==> config.mk <==
export PLATFORM = sky130hd
export DESIGN_NAME = irq_pending_ctrl
export DESIGN_NICKNAME = d
export VERILOG_FILES = /design/src/rtl/irq_pkg.sv /design/src/rtl/irq_sync.sv /design/src/rtl/irq_edge_latch.sv /design/src/rtl/irq_arbiter.sv /design/src/rtl/irq_pending_ctrl.sv
export SDC_FILE = /design/constraint.sdc
export NUM_CORES = 1
export LEC_CHECK = 0
export BUFFER_PORTS_ARGS = -buffer_cell sky130_fd_sc_hd__buf_4
export CORE_AREA = 2 2 39 41
export CTS_BUF_LIST = sky130_fd_sc_hd__clkbuf_16
export CTS_CLUSTER_SIZE = 8
export DETAILED_ROUTE_END_ITERATION = 8
export DIE_AREA = 0 0 41 43
export HOLD_SLACK_MARGIN = 0.12
export PLACE_DENSITY_LB_ADDON = 0.12
export SLEW_MARGIN = 20
export SYNTH_ARGS = -nofsm -noshare
export SYNTH_HDL_FRONTEND = slang
export SYNTH_SLANG_ARGS = --single-unit
==> constraint.sdc <==
create_clock -name clk -period 1.5 [get_ports clk]
set_clock_uncertainty 0.15 [all_clocks]
set_input_delay 0.075 -clock clk [delete_from_list [all_inputs] [get_ports clk]]
set_output_delay 0.075 -clock clk [all_outputs]
set_load 0.02 [all_outputs]
==> src/rtl/irq_pkg.sv <==
// Package irq_pkg
// Shared source indices, vector type and delivery codes for the
// interrupt pending controller. Bit positions are behavioural: the
// arbiter gives the lowest index priority, so external sits at bit 0.
package irq_pkg;
    localparam int NSRC    = 2;
    localparam int EXT_BIT = 0;
    localparam int TMR_BIT = 1;

    typedef logic [NSRC-1:0] src_vec_t;

    localparam src_vec_t CODE_NONE = 2'b00;
    localparam src_vec_t CODE_EXT  = 2'b01;
    localparam src_vec_t CODE_TMR  = 2'b10;
endpackage

==> src/rtl/irq_sync.sv <==
// Module irq_sync
// Multi-flop synchronizer for a vector of independent asynchronous bits.
// Assumes each bit is a slow control level (no bus coherence is needed).
// Reset is synchronous and active low and clears every stage.
module irq_sync #(
    parameter int STAGES = 2,
    parameter int WIDTH  = 2
) (
    input  logic             clk,
    input  logic             rst_n,
    input  logic [WIDTH-1:0] din,
    output logic [WIDTH-1:0] dout
);
    logic [STAGES-1:0][WIDTH-1:0] stage_q;

    // Shift the inputs through the flop chain.
    always_ff @(posedge clk) begin
        if (!rst_n) begin
            stage_q <= '0;
        end else begin
            stage_q[0] <= din;
            for (int i = 1; i < STAGES; i++) begin
                stage_q[i] <= stage_q[i-1];
            end
        end
    end

    assign dout = stage_q[STAGES-1];
endmodule

==> src/rtl/irq_edge_latch.sv <==
// Module irq_edge_latch
// Detects a rising edge on an already synchronized level and holds a
// sticky pending flag until it is cleared. Further edges merge into
// the set flag. If an edge and a clear coincide, the edge wins, because
// it belongs to a new event.
module irq_edge_latch (
    input  logic clk,
    input  logic rst_n,
    input  logic lvl_i,
    input  logic clr_i,
    output logic rise_o,
    output logic pend_o
);
    logic hist_q;

    // Remember the previous level for edge detection.
    always_ff @(posedge clk) begin
        if (!rst_n) hist_q <= 1'b0;
        else        hist_q <= lvl_i;
    end

    assign rise_o = lvl_i & ~hist_q;

    // Sticky pending flag: set on an edge, cleared on a take.
    always_ff @(posedge clk) begin
        if (!rst_n)      pend_o <= 1'b0;
        else if (rise_o) pend_o <= 1'b1;
        else if (clr_i)  pend_o <= 1'b0;
    end
endmodule

==> src/rtl/irq_arbiter.sv <==
// Module irq_arbiter
// Fixed-priority selector: the lowest set index among the eligible
// sources wins. Purely combinational. Assumes src_i already reflects
// the pending state and that en_i masks every source.
module irq_arbiter
    import irq_pkg::*;
(
    input  logic     en_i,
    input  src_vec_t src_i,
    output logic     req_o,
    output src_vec_t code_o
);
    // Pick the lowest eligible index as a one-hot code.
    always_comb begin
        logic found;
        found  = 1'b0;
        code_o = CODE_NONE;
        for (int i = 0; i < NSRC; i++) begin
            if (en_i && src_i[i] && !found) begin
                code_o[i] = 1'b1;
                found     = 1'b1;
            end
        end
        req_o = found;
    end
endmodule

==> src/rtl/irq_pending_ctrl.sv <==
// Module irq_pending_ctrl
// Tracks an edge-latched timer source and a level-sensed external
// source and offers one of them to the core when the local enable copy
// allows it. Assumes take_i is raised only while req_o is high.
// Acceptance clears the enable copy.
module irq_pending_ctrl
    import irq_pkg::*;
#(
    parameter int SYNC_STAGES = 2
) (
    input  logic       clk,
    input  logic       rst_n,
    input  logic       tmr_src_i,
    input  logic       ext_src_i,
    input  logic       ie_bit_i,
    input  logic       msr_wr_i,
    input  logic       take_i,
    output logic       req_o,
    output logic [1:0] code_o,
    output logic [1:0] pend_o
);
    src_vec_t raw_src;
    src_vec_t sync_src;
    src_vec_t elig_src;
    src_vec_t sel_code;
    logic     ie_q;
    logic     take_hit;
    logic     tmr_clr;
    logic     tmr_rise;
    logic     tmr_pend;

    // Gather the asynchronous inputs into one vector.
    always_comb begin
        raw_src          = '0;
        raw_src[EXT_BIT] = ext_src_i;
        raw_src[TMR_BIT] = tmr_src_i;
    end

    irq_sync #(
        .STAGES (SYNC_STAGES),
        .WIDTH  (NSRC)
    ) i_sync (
        .clk   (clk),
        .rst_n (rst_n),
        .din   (raw_src),
        .dout  (sync_src)
    );

    irq_edge_latch i_tmr_latch (
        .clk    (clk),
        .rst_n  (rst_n),
        .lvl_i  (sync_src[TMR_BIT]),
        .clr_i  (tmr_clr),
        .rise_o (tmr_rise),
        .pend_o (tmr_pend)
    );

    // Build the eligibility vector: level for external, flag for timer.
    always_comb begin
        elig_src          = '0;
        elig_src[EXT_BIT] = sync_src[EXT_BIT];
        elig_src[TMR_BIT] = tmr_pend;
    end

    irq_arbiter i_arb (
        .en_i   (ie_q),
        .src_i  (elig_src),
        .req_o  (req_o),
        .code_o (sel_code)
    );

    assign take_hit = req_o & take_i;
    assign tmr_clr  = take_hit & sel_code[TMR_BIT];

    // Local enable copy: a take masks it, a register write reloads it.
    always_ff @(posedge clk) begin
        if (!rst_n)        ie_q <= 1'b0;
        else if (take_hit) ie_q <= 1'b0;
        else if (msr_wr_i) ie_q <= ie_bit_i;
    end

    assign code_o = sel_code;
    assign pend_o = elig_src;
endmodule

## After elaboration in Yosys (flattened, before gate mapping)

Index checks and enable logic that the tools add are counted.

| cells by class | value |
|---|---|
| multiplexer cells | 5 |
| bitwise operators | 5 |
| reductions and logical operators | 6 |

Operators by type and width:

| kind | count |
|---|---|
| 2-to-1 mux 1 bit | 5 |
| AND 1 bit | 3 |
| logical AND 1 bit | 3 |
| NOT 1 bit | 2 |
| nonzero test 2 bit | 1 |
| OR reduction 2 bit | 1 |
| zero test 1 bit | 1 |

| word-level totals | value |
|---|---|
| output and inout bits | 5 |
| register bits | 7 |
| bits of input ports | 7 |
| logic and storage cells | 21 |

## Depth between registers and ports, before layout

Gate-level depths: netlist (run 1).

| depth | value |
|---|---|
| word-level depth | 9 |
| depth in mapped cells | 3 |

## Modules after synthesis

From an unflattened synthesis (run 1), not the netlist that was laid out.

| unflattened totals | value |
|---|---|
| cells, all modules | 25 |
| area, all modules | 274.0 µm² |

Modules (own cells, without submodules):

| module | cells an instance | area each (µm²) | times used | sequential area each (µm²) |
|---|---|---|---|---|
| irq_sync | 10 | 120.1 | 1 | 80.1 |
| irq_edge_latch | 6 | 75.1 | 1 | 40.0 |
| irq_pending_ctrl | 6 | 55.1 | 1 | 20.0 |
| irq_arbiter | 3 | 23.8 | 1 | 0.0 |

## Worst setup path after synthesis (run 1)

OpenSTA, ideal clock, no wires.

| timing path | value |
|---|---|
| path kind | register to register |
| from | register ie_q |
| to | register ie_q |
| slack | 0.542 ns |
| cell stages (with the launch flop) | 3 |
| data arrival time | 0.686 ns |
| library setup time | 0.122 ns |
| required time | 1.228 ns |
| path through | dfxtp_1 o21a_1 a21oi_2 |

| between the ends | value |
|---|---|
| cells in the longest elaborated chain, start to end | 7 |

Ends and longest elaborated chain:

| item | line | RTL |
|---|---|---|
| start, declared | irq_pending_ctrl.sv:26 | `logic ie_q;` |
| start signal, assigned | irq_pending_ctrl.sv:79 | `else if (msr_wr_i) ie_q <= ie_bit_i;` |
| logical AND 1 bit | irq_arbiter.sv:19 | `if (en_i && src_i[i] && !found) begin` |
| 2-to-1 mux 1 bit | irq_arbiter.sv:19 |  |
| zero test 1 bit | irq_arbiter.sv:19 |  |
| logical AND 1 bit | irq_arbiter.sv:19 |  |
| 2-to-1 mux 1 bit (*) | irq_arbiter.sv:19 |  |
| via req_o | irq_pending_ctrl.sv:18 | `output logic req_o,` |
| AND 1 bit (*) | irq_pending_ctrl.sv:72 | `assign take_hit = req_o & take_i;` |
| OR reduction 2 bit (no line) (*) | -- |  |

Mark *: on every way through the listed nets, which the timed path passes. The rest lies on a longest branch.
A chain may end at the register's enable or synchronous reset.

## Worst setup path after layout (run 1)

| timing path | value |
|---|---|
| from | input port tmr_src_i |
| to | register i_sync.stage_q[1] in the netlist's numbering |

RTL lines:

| item | line | RTL |
|---|---|---|
| start, declared | irq_pending_ctrl.sv:13 | `input logic tmr_src_i,` |
| end signal, assigned by index | irq_sync.sv:23 | `stage_q[i] <= stage_q[i-1];` |
| end, declared | irq_sync.sv:14 | `logic [STAGES-1:0][WIDTH-1:0] stage_q;` |

No word-level cell between the ends.

==> reports/metrics.yaml, run 1 <==
outcome:
  status: "complete, no violations"
power:
  ir_worst_vdd_v: 0.0005413
  p_leak_nw: 0.2298
  power.density_nw_per_um2: 1442
critical_path:
  r2r-end: "ie_q"
  cp.arrival_ns: 1.42
  regToRegSetupSlack_ns: 0.08
  r2r_cells: 3
  timing.rr.start: "i_tmr_latch.pend_o"
  worstPathMaxFanout: 1
  cp.required_ns: 1.46
  startpoint_type: "input port"
  cp-end-kind: "flop"
  crit_start: "tmr_src_i"
  critPathKind: "input port to flop"
worst_hold_path:
  hold_path_class: "input port to flop"
  holdPathEnd: "i_sync.dout[1]"
  min_path_cells: 2
  min_from: "rst_n"
sta:
  final.period_utilization_pct: 97.26
  holdWs_ns: 0.1395
  finalSetupTns_ns: 0
  drv_slew: 0
  setup_viol: 0
  rsz0062_at_grt: "false"
  clock.fmax_mhz: 685.4
  slew_headroom_pct: 86.05
  min_period_ns: 1.459
  layout_setup_ws_ns: 0.04108
  worst-slew-pin-transition_ns: 0.2093
  final_hold_viol_count: 0
grt:
  grt_pass1_vias: 211
  antenna_found_initial: 0
  grt_usage_pct: 7.956
  grt_max_degree: 8
  grt_overflow_total: 0
  grt_pass1_wl_um: 786
die:
  dieArea_um2: 1763
  pin_count: 12
  design.core.area_um2: 1384
  die_x_um: 41
  rows: 14
  initial_core_util_pct: 18.63
  die_h_um: 43
place:
  post-place-ws_ns: 0.5519
  dp.cells: 49
  numPortBuffers: 11
  routabilityCongestion: 0.5517
  dpl_cell_area_um2: 345.3
detailed_routing:
  wirelength_um: 498
  drtIter0Drc: 0
  firstDrtPassIters: 1
  vias: 225
  drcViolationCount: 0
  ant_nets: 0
  viasPerCell: 3.814
  wire_per_inst_um: 8.441
clock_tree:
  h-tree-depth: 1
  cts_buffer_depth: 2
  cts_tree: "done"
  post-cts-setup-buffer-count: 0
  numCtsBuffers: 3
  clk_pin_slew_ns: 0.04
  worstSkewPairLatency_ns: 0.23
  cts_root_buf: "clkbuf_16"
  cts_sinks: 7
logic_synthesis:
  yosysWarnings: 0
  synth_cells: 24
  syn-num-nets: 31
  synth.top_cell.area_share_pct: 54.37
  synth_seq_cells: 7
  syn_area_um2: 257.7
  synth_cell_type_count: 11
  yosysSeqAreaShare_pct: 54.37
  syn_avg_cell_area_um2: 10.74
  synthTopCellsByArea: "dfxtp_1 (54%), and2_1 (15%), buf_4 (5.8%), nor2b_1 (4.9%), and3b_2 (3.9%)"
  yosys.area.top_type: "dfxtp_1"
flow_run:
  max-cap-violations: 0
finish:
  multi_input_area_um2: 102.6
  seq_area_um2: 140.1
  fin_nets: 51
  final_cells: 59
  drive_above_1_share_pct: 37.21
  fillCellCount: 153
  final_cell_mix: "buf_4 (10), dfxtp_1 (7), and2_1 (6), dlygate4sd3_1 (6), clkbuf_16 (3)"
  fin_area_um2: 490.5
  final_common_cell: "buf_4"
  area_growth_syn_to_layout_pct: 90.29
  antenna_cells: 0
==> cell families (layout without fill, tap and decap cells) <==
| kind of cell | Yosys count | after routing | share of synthesized area, % |
|---|---|---|---|
| DFF | 7 | 7 | 54.37 |
| AOI/OAI and AO/OA | 4 | 4 | 11.17 |
| and+or+nand+nor | 11 | 11 | 28.64 |
| buffers and inverters | 2 | 21 | 5.824 |
==> sequential cells by signal, summed over array words and instances, names as in the netlist <==
signal and count:
i_tmr_latch.hist_q 1, ie_q 1, i_tmr_latch.pend_o 1, i_sync.stage_q 2
i_sync.dout 2
==> how the worst max path moves through the flow <==
stage                          to  slack (ns)
2_1_floorplan                ie_q        0.54
3_3_place_gp   i_tmr_latch.pend_o        0.57
3_5_place_dp            code_o[1]        0.55
4_1_cts                      ie_q        0.01
5_1_grt         i_sync.stage_q[1]        0.02
6_report        i_sync.stage_q[1]        0.04
==> final cells by class <==
class                           count  share of cell area, %
Tap cell                           16                  4.082
Clock inverter                      1                  1.020
Clock buffer                        3                  15.31
Multi-Input combinational cell     15                  20.92
Sequential cell                     7                  28.57
Timing Repair Buffer               17                  30.10
==> where the power goes <==
| group | internal, W | total (W) | switching, W |
|---|---|---|---|
| registers | 0.000196 | 0.000202 | 0.00000525 |
| clock network | 0.000350 | 0.000453 | 0.000104 |
| logic | 0.0000347 | 0.0000523 | 0.0000176 |
==> per-layer routing <==
layer / vias to the layer above / GRT usage [%] / wire (um)
met1: 95 / 6.818 / 195
met2: 12 / 9.688 / 211
li1: 115 / - / -
met3: 3 / 6.283 / 63
met4: 0 / 10.00 / 27
met5: - / 0 / 0
==> worst max-delay path: stages <==
cell	delay (ns)
dlygate4sd3_1	0.54
buf_4	0.13
and2_1	0.14
dlygate4sd3_1	0.55
==> metrics by stage <==
stage / total power (W) / util (%)
floorplan: 0.0002246 / -
global placement: 0.0002434 / 24.95
detailed placement: 0.0002443 / 24.95
CTS: 0.0007250 / 35.80
global route: 0.0007332 / 35.44
finish: 0.0007073 / 35.44
==> Yosys cell counts <==
cell      n
o211ai_1  1
dfxtp_1   7
nand3b_1  1
a21oi_1   1
nand2b_1  1
o21a_1    1
a21oi_2   1
buf_4     2
and3b_2   1
nor2b_1   2
and2_1    6
==> timing repair <==
| action | CTS | global route |
|---|---|---|
| setup endpoints to repair | 0 | 3 |
| hold buffers | 7 | 0 |
| resized for setup | 0 | 1 |
| hold endpoints to repair | 7 | 0 |
Note: power is estimated with default switching activity, not from simulation.
==> inputs of run 2 (changes only) <==
--- a/config.mk
+++ b/config.mk
@@ -7,13 +7,12 @@
 export LEC_CHECK = 0
 export BUFFER_PORTS_ARGS = -buffer_cell sky130_fd_sc_hd__buf_4
 export CORE_AREA = 2 2 39 41
-export CTS_BUF_LIST = sky130_fd_sc_hd__clkbuf_16
 export CTS_CLUSTER_SIZE = 8
 export DETAILED_ROUTE_END_ITERATION = 8
 export DIE_AREA = 0 0 41 43
 export HOLD_SLACK_MARGIN = 0.12
 export PLACE_DENSITY_LB_ADDON = 0.12
-export SLEW_MARGIN = 20
+export SLEW_MARGIN = 30
 export SYNTH_ARGS = -nofsm -noshare
 export SYNTH_HDL_FRONTEND = slang
 export SYNTH_SLANG_ARGS = --single-unit
==> constraint.sdc (replaced) <==
create_clock -name clk -period 1.4 [get_ports clk]
set_clock_uncertainty 0.15 [all_clocks]
set_input_delay 0.07 -clock clk [delete_from_list [all_inputs] [get_ports clk]]
set_output_delay 0.07 -clock clk [all_outputs]
set_load 0.02 [all_outputs]
==> reports/metrics.yaml, run 2 (synthesis results as in run 1) <==
detailed_routing:
  wire_per_inst_um: 7.847  # was 8.441 um
  ant_nets: 0  # unchanged
  wirelength_um: 463  # was 498 um
  drcViolationCount: 0  # unchanged
  vias: 217  # was 225
  viasPerCell: 3.678  # was 3.814
  drtIter0Drc: 0  # unchanged
  firstDrtPassIters: 1  # unchanged
grt:
  grt_pass1_wl_um: 779  # was 786 um
  antenna_found_initial: 0  # unchanged
  grt_overflow_total: 0  # unchanged
  grt_usage_pct: 7.359  # was 7.956%
  grt_max_degree: 8  # unchanged
  grt_pass1_vias: 206  # was 211
die:
  die_h_um: 43  # unchanged
  initial_core_util_pct: 18.63  # unchanged
  pin_count: 12  # unchanged
  die_x_um: 41  # unchanged
  design.core.area_um2: 1384  # unchanged
  dieArea_um2: 1763  # unchanged
  rows: 14  # unchanged
critical_path:
  r2r_cells: 3  # unchanged
  cp.required_ns: 1.18  # was 1.46 ns
  cp-end-kind: "output pin"  # was flop
  timing.rr.start: "i_sync.dout[0]"  # was i_tmr_latch.pend_o
  startpoint_type: "flop"  # was input port
  crit_start: "i_sync.dout[0]"  # was tmr_src_i
  critPathKind: "flop to output pin"  # was input port to flop
  worstPathMaxFanout: 5  # was 1
  r2r-end: "i_tmr_latch.pend_o"  # was ie_q
  regToRegSetupSlack_ns: 0.46  # was 0.08 ns
  cp.arrival_ns: 0.98  # was 1.42 ns
flow_run:
  max-cap-violations: 0  # unchanged
finish:
  antenna_cells: 0  # unchanged
  fin_util_pct: 31.19  # was 35.44%
  final_common_cell: "buf_4"  # unchanged
  fin_nets: 51  # unchanged
  drive_above_1_share_pct: 37.21  # unchanged
  area_growth_syn_to_layout_pct: 67.48  # was 90.29%
  final_cell_mix: "buf_4 (11), dfxtp_1 (7), and2_1 (6), dlygate4sd3_1 (6), clkbuf_4 (3)"  # was buf_4 (10), dfxtp_1 (7), and2_1 (6), dlygate4sd3_1 (6), clkbuf_16 (3)
sta:
  min_period_ns: 1.203
  final_hold_viol_count: 0  # unchanged
  final.period_utilization_pct: 85.95
  rsz0062_at_grt: "false"  # unchanged
  layout_setup_ws_ns: 0.1967  # was 0.04108 ns
  clock.fmax_mhz: 831.1
  finalSetupTns_ns: 0  # unchanged
  slew_headroom_pct: 87.62  # was 86.05%
  setup_viol: 0  # unchanged
  drv_slew: 0  # unchanged
  worst-slew-pin-transition_ns: 0.1850  # was 0.2093 ns
  holdWs_ns: 0.2835  # was 0.1395 ns
clock_tree:
  h-tree-depth: 1  # unchanged
  clk_pin_slew_ns: 0.05  # was 0.04 ns
  cts_resized: 0  # unchanged
  hold_buffers: 6  # was 7
  cts_buffer_depth: 2  # unchanged
  cts_tree: "done"  # unchanged
  post-cts-setup-buffer-count: 0  # unchanged
  cts_root_buf: "clkbuf_4"  # was clkbuf_16
  numCtsBuffers: 3  # unchanged
  worstSkewPairLatency_ns: 0.24  # was 0.23 ns
  cts_sinks: 7  # unchanged
power:
  ir_worst_vdd_v: 0.0004995  # was 0.0005413 V
  p_leak_nw: 0.1913  # was 0.2298 nW
  power.density_nw_per_um2: 1033  # was 1442 nW/um2
  finalPower_w: 0.0004461  # was 0.0007073 W
worst_hold_path:
  min_path_cells: 1  # was 2
  hold_path_class: "flop to flop"  # was input port to flop
  min_from: "i_sync.stage_q[0]"  # was rst_n
  holdPathEnd: "i_sync.dout[0]"  # was i_sync.dout[1]
place:
  post-place-ws_ns: 0.4525  # was 0.5519 ns
  routabilityCongestion: 0.5569  # was 0.5517
  numPortBuffers: 11  # unchanged
outcome:
  status: "complete, no violations"  # unchanged
run 2: changes by cell type in the layout (fill, tap and decap cells not counted), sizes merged:
cell / change
buf: +1
clkbuf: +1
dlymetal6s4s: -1
clkinv: -1
run 2: how the worst max path moves through the flow:
stage | slack [ns] | end | cells past startpoint
finish | 0.20 | code_o[1] | 2
global route | 0.14 | code_o[1] | 2
CTS | 0.19 | code_o[1] | 2
detailed placement | 0.45 | i_tmr_latch.pend_o | 3
global placement | 0.46 | i_tmr_latch.pend_o | 3
floorplan | 0.44 | ie_q | 2
run 2: area by class of cell:
cell class | count | area, um2
fillers | 148 | 952.2
repair buffers | 17 | 142.6
flip-flops and latches | 7 | 140.1
multi-input cells | 15 | 102.6
clock buffers | 4 | 26.28
well taps | 16 | 20.02
run 2: where the power goes:
part / internal, W / switching, W
clock: 0.000108 / 0.0000673
combinational: 0.0000362 / 0.0000193
sequential: 0.000209 / 0.00000558
total: 0.000354 / 0.0000922
run 2: layer usage:
metal  share of wire [%]  GRT usage (%)  wire [um]  up-vias
li1                    -              -          -      115
met1                  46          7.166        211       91
met2                  41          9.375        191        9
met3                  11          4.712         51        2
met4                 1.7          8.000          8        0
met5                   0              0          0        -
run 2: per-stage QoR:
stage / std cells / instance area [um2]
5_1_grt: 59 / 431.7
3_5_place_dp: 49 / 345.3
3_3_place_gp: 49 / 345.3
2_1_floorplan: 24 / 257.7
6_report: 59 / 431.7
4_1_cts: 59 / 431.7
run 2: worst max-delay path: stages, from the launching register on:
cell     delay (ns)
dfxtp_1        0.37
and3b_2        0.22
buf_4          0.15
==> inputs of run 3 (changes only) <==
--- a/config.mk
+++ b/config.mk
@@ -6,6 +6,8 @@
 export NUM_CORES = 1
 export LEC_CHECK = 0
 export BUFFER_PORTS_ARGS = -buffer_cell sky130_fd_sc_hd__buf_4
+export CELL_PAD_IN_SITES_DETAIL_PLACEMENT = 1
+export CELL_PAD_IN_SITES_GLOBAL_PLACEMENT = 1
 export CORE_AREA = 2 2 39 41
 export CTS_CLUSTER_SIZE = 8
 export DETAILED_ROUTE_END_ITERATION = 8
==> reports/metrics.yaml, run 3 (synthesis results as in run 1) <==
finish:
  final_cell_mix: "buf_4 (11), dfxtp_1 (7), and2_1 (6), dlygate4sd3_1 (6), clkbuf_4 (3)"  # unchanged
  area_growth_syn_to_layout_pct: 67.48  # unchanged
  fin_nets: 51  # unchanged
  antenna_cells: 0  # unchanged
  final_common_cell: "buf_4"  # unchanged
  final_cells: 59  # unchanged
  fin_util_pct: 31.19  # unchanged
  drive_above_1_share_pct: 37.21  # unchanged
  fillCellCount: 161  # was 148
critical_path:
  cpPeakStageDelay_ns: 0.37  # about the same
  startpoint_type: "flop"  # unchanged
  cp.arrival_ns: 0.98  # about the same
  cpLargestDelayFamily: "flip-flops"  # unchanged
  cp-end-kind: "output pin"  # unchanged
  path_buf_inv: 1  # unchanged
  crit_start: "i_sync.dout[0]"  # unchanged
  timing.rr.start: "i_sync.dout[0]"  # unchanged
  r2r_cells: 3  # unchanged
  worstPathMaxFanout: 5  # unchanged
  cp.required_ns: 1.18  # about the same
  worst-path-stages: 2  # unchanged
  cp_slowest_cell: "dfxtp_1"  # unchanged
  path_cells: "and3b_2 -> buf_4"  # unchanged
  critPathKind: "flop to output pin"  # unchanged
grt:
  antenna_found_initial: 0  # unchanged
  grt_busiest_layer: "met2"  # unchanged
  grt_pass1_wl_um: 959  # was 779 um
  grt_usage_pct: 8.963  # was 7.359%
  use_met1_pct: 8.117  # was 7.166%
  grt_max_degree: 8  # unchanged
  grt_overflow_total: 0  # unchanged
  grt_pass1_vias: 241  # was 206
  use_met2_pct: 13.44  # was 9.375%
  grt_use_met3_pct: 6.283  # was 4.712%
clock_tree:
  clk_pin_slew_ns: 0.05  # about the same
  worstSkewPairLatency_ns: 0.24  # about the same
  h-tree-depth: 1  # unchanged
  cts_buffer_depth: 2  # unchanged
  numCtsBuffers: 3  # unchanged
  post-cts-setup-buffer-count: 0  # unchanged
  cts_sinks: 7  # unchanged
  cts_tree: "done"  # unchanged
  cts_root_buf: "clkbuf_4"  # unchanged
sta:
  drv_slew: 0  # unchanged
  worst-slew-pin-transition_ns: 0.1876  # was 0.1850 ns
  min_period_ns: 1.198  # was 1.203 ns
  slew_headroom_pct: 87.44  # was 87.62%
  finalSetupTns_ns: 0  # unchanged
  clock.fmax_mhz: 835.0  # was 831.1 MHz
  final_hold_viol_count: 0  # unchanged
  setup_viol: 0  # unchanged
  rsz0062_at_grt: "false"  # unchanged
  final.period_utilization_pct: 85.55  # was 85.95%
  layout_setup_ws_ns: 0.2023  # was 0.1967 ns
die:
  die_h_um: 43  # unchanged
  design.core.area_um2: 1384  # unchanged
  rows: 14  # unchanged
  initial_core_util_pct: 18.63  # unchanged
  pin_count: 12  # unchanged
  dieArea_um2: 1763  # unchanged
  die_x_um: 41  # unchanged
worst_hold_path:
  min_path_cells: 1  # unchanged
  min_from: "i_sync.stage_q[1]"  # was i_sync.stage_q[0]
  hold_path_class: "flop to flop"  # unchanged
power:
  power.density_nw_per_um2: 1031  # was 1033 nW/um2
  internal_power_w: 0.0003539  # about the same
  combPwrFrac_pct: 12.6  # was 12.4%
  p_sw_share_pct: 20.47  # was 20.67%
  ir_worst_vdd_v: 0.0005284  # was 0.0004995 V
  seq_power_share_pct: 48.4  # was 48.2%
  p_clk_share_pct: 39.0  # was 39.4%
  p_leak_nw: 0.1913  # unchanged
  switching_power_w: 0.00009108  # was 0.00009218 W
detailed_routing:
  wire_per_inst_um: 8.966  # was 7.847 um
  drcViolationCount: 0  # unchanged
  ant_nets: 0  # unchanged
  firstDrtPassIters: 1  # unchanged
  drtIter0Drc: 0  # unchanged
  viasPerCell: 3.746  # was 3.678
  vias: 221  # was 217
  wirelength_um: 529  # was 463 um
place:
  post-place-ws_ns: 0.4508  # was 0.4525 ns
  numPortBuffers: 11  # unchanged
  routabilityCongestion: 0.5532  # was 0.5569
  dp.cells: 49  # unchanged
flow_run:
  max-cap-violations: 0  # unchanged
outcome:
  status: "complete, no violations"  # unchanged
[run 3: cell counts in the layout (fill, tap and decap cells not counted)]
Identical to the previous run, type by type.
[run 3: area by class of cell]
| type | count | area (um2) | area share (%) |
|---|---|---|---|
| Timing Repair Buffer | 17 | 142.6 | 33.04 |
| Sequential cell | 7 | 140.1 | 32.46 |
| Multi-Input combinational cell | 15 | 102.6 | 23.77 |
| Clock buffer | 4 | 26.28 | 6.087 |
| Tap cell | 16 | 20.02 | 4.638 |
[run 3: metal layers]
metal	routed length [um]	vias to the layer above
met3	37	0
met2	292	8
met4	0	0
met5	0	-
li1	-	115
met1	200	98
[run 3: power groups by stage]
stage	combinational [W]	clock [W]	sequential (W)
4_1_cts	0.0000565	0.000185	0.000216
5_1_grt	0.0000620	0.000202	0.000216
3_5_place_dp	0.0000433	0	0.000220
3_3_place_gp	0.0000424	0	0.000219
2_1_floorplan	0.0000230	0	0.000218
6_report	0.0000560	0.000174	0.000215
[run 3: worst paths after layout]
path / to / slack, ns
max: code_o[1] / 0.20
min: i_sync.dout[1] / 0.28
max reg2reg: i_tmr_latch.pend_o / 0.46
min reg2reg: i_sync.dout[1] / 0.28
[run 3: stage by stage]
stage                power, W  hold slack [ns]  area (um2)
floorplan           0.0002406       -0.0005024       257.7
global placement    0.0002613           0.1072       345.3
detailed placement  0.0002630           0.1157       345.3
CTS                 0.0004574           0.2857       431.7
global route        0.0004810           0.3118       431.7
finish              0.0004450           0.2804       431.7
[run 3: what timing repair did]
action,CTS,global route
hold endpoints to repair,7,0
gates resized for setup,0,0
hold buffers,6,0
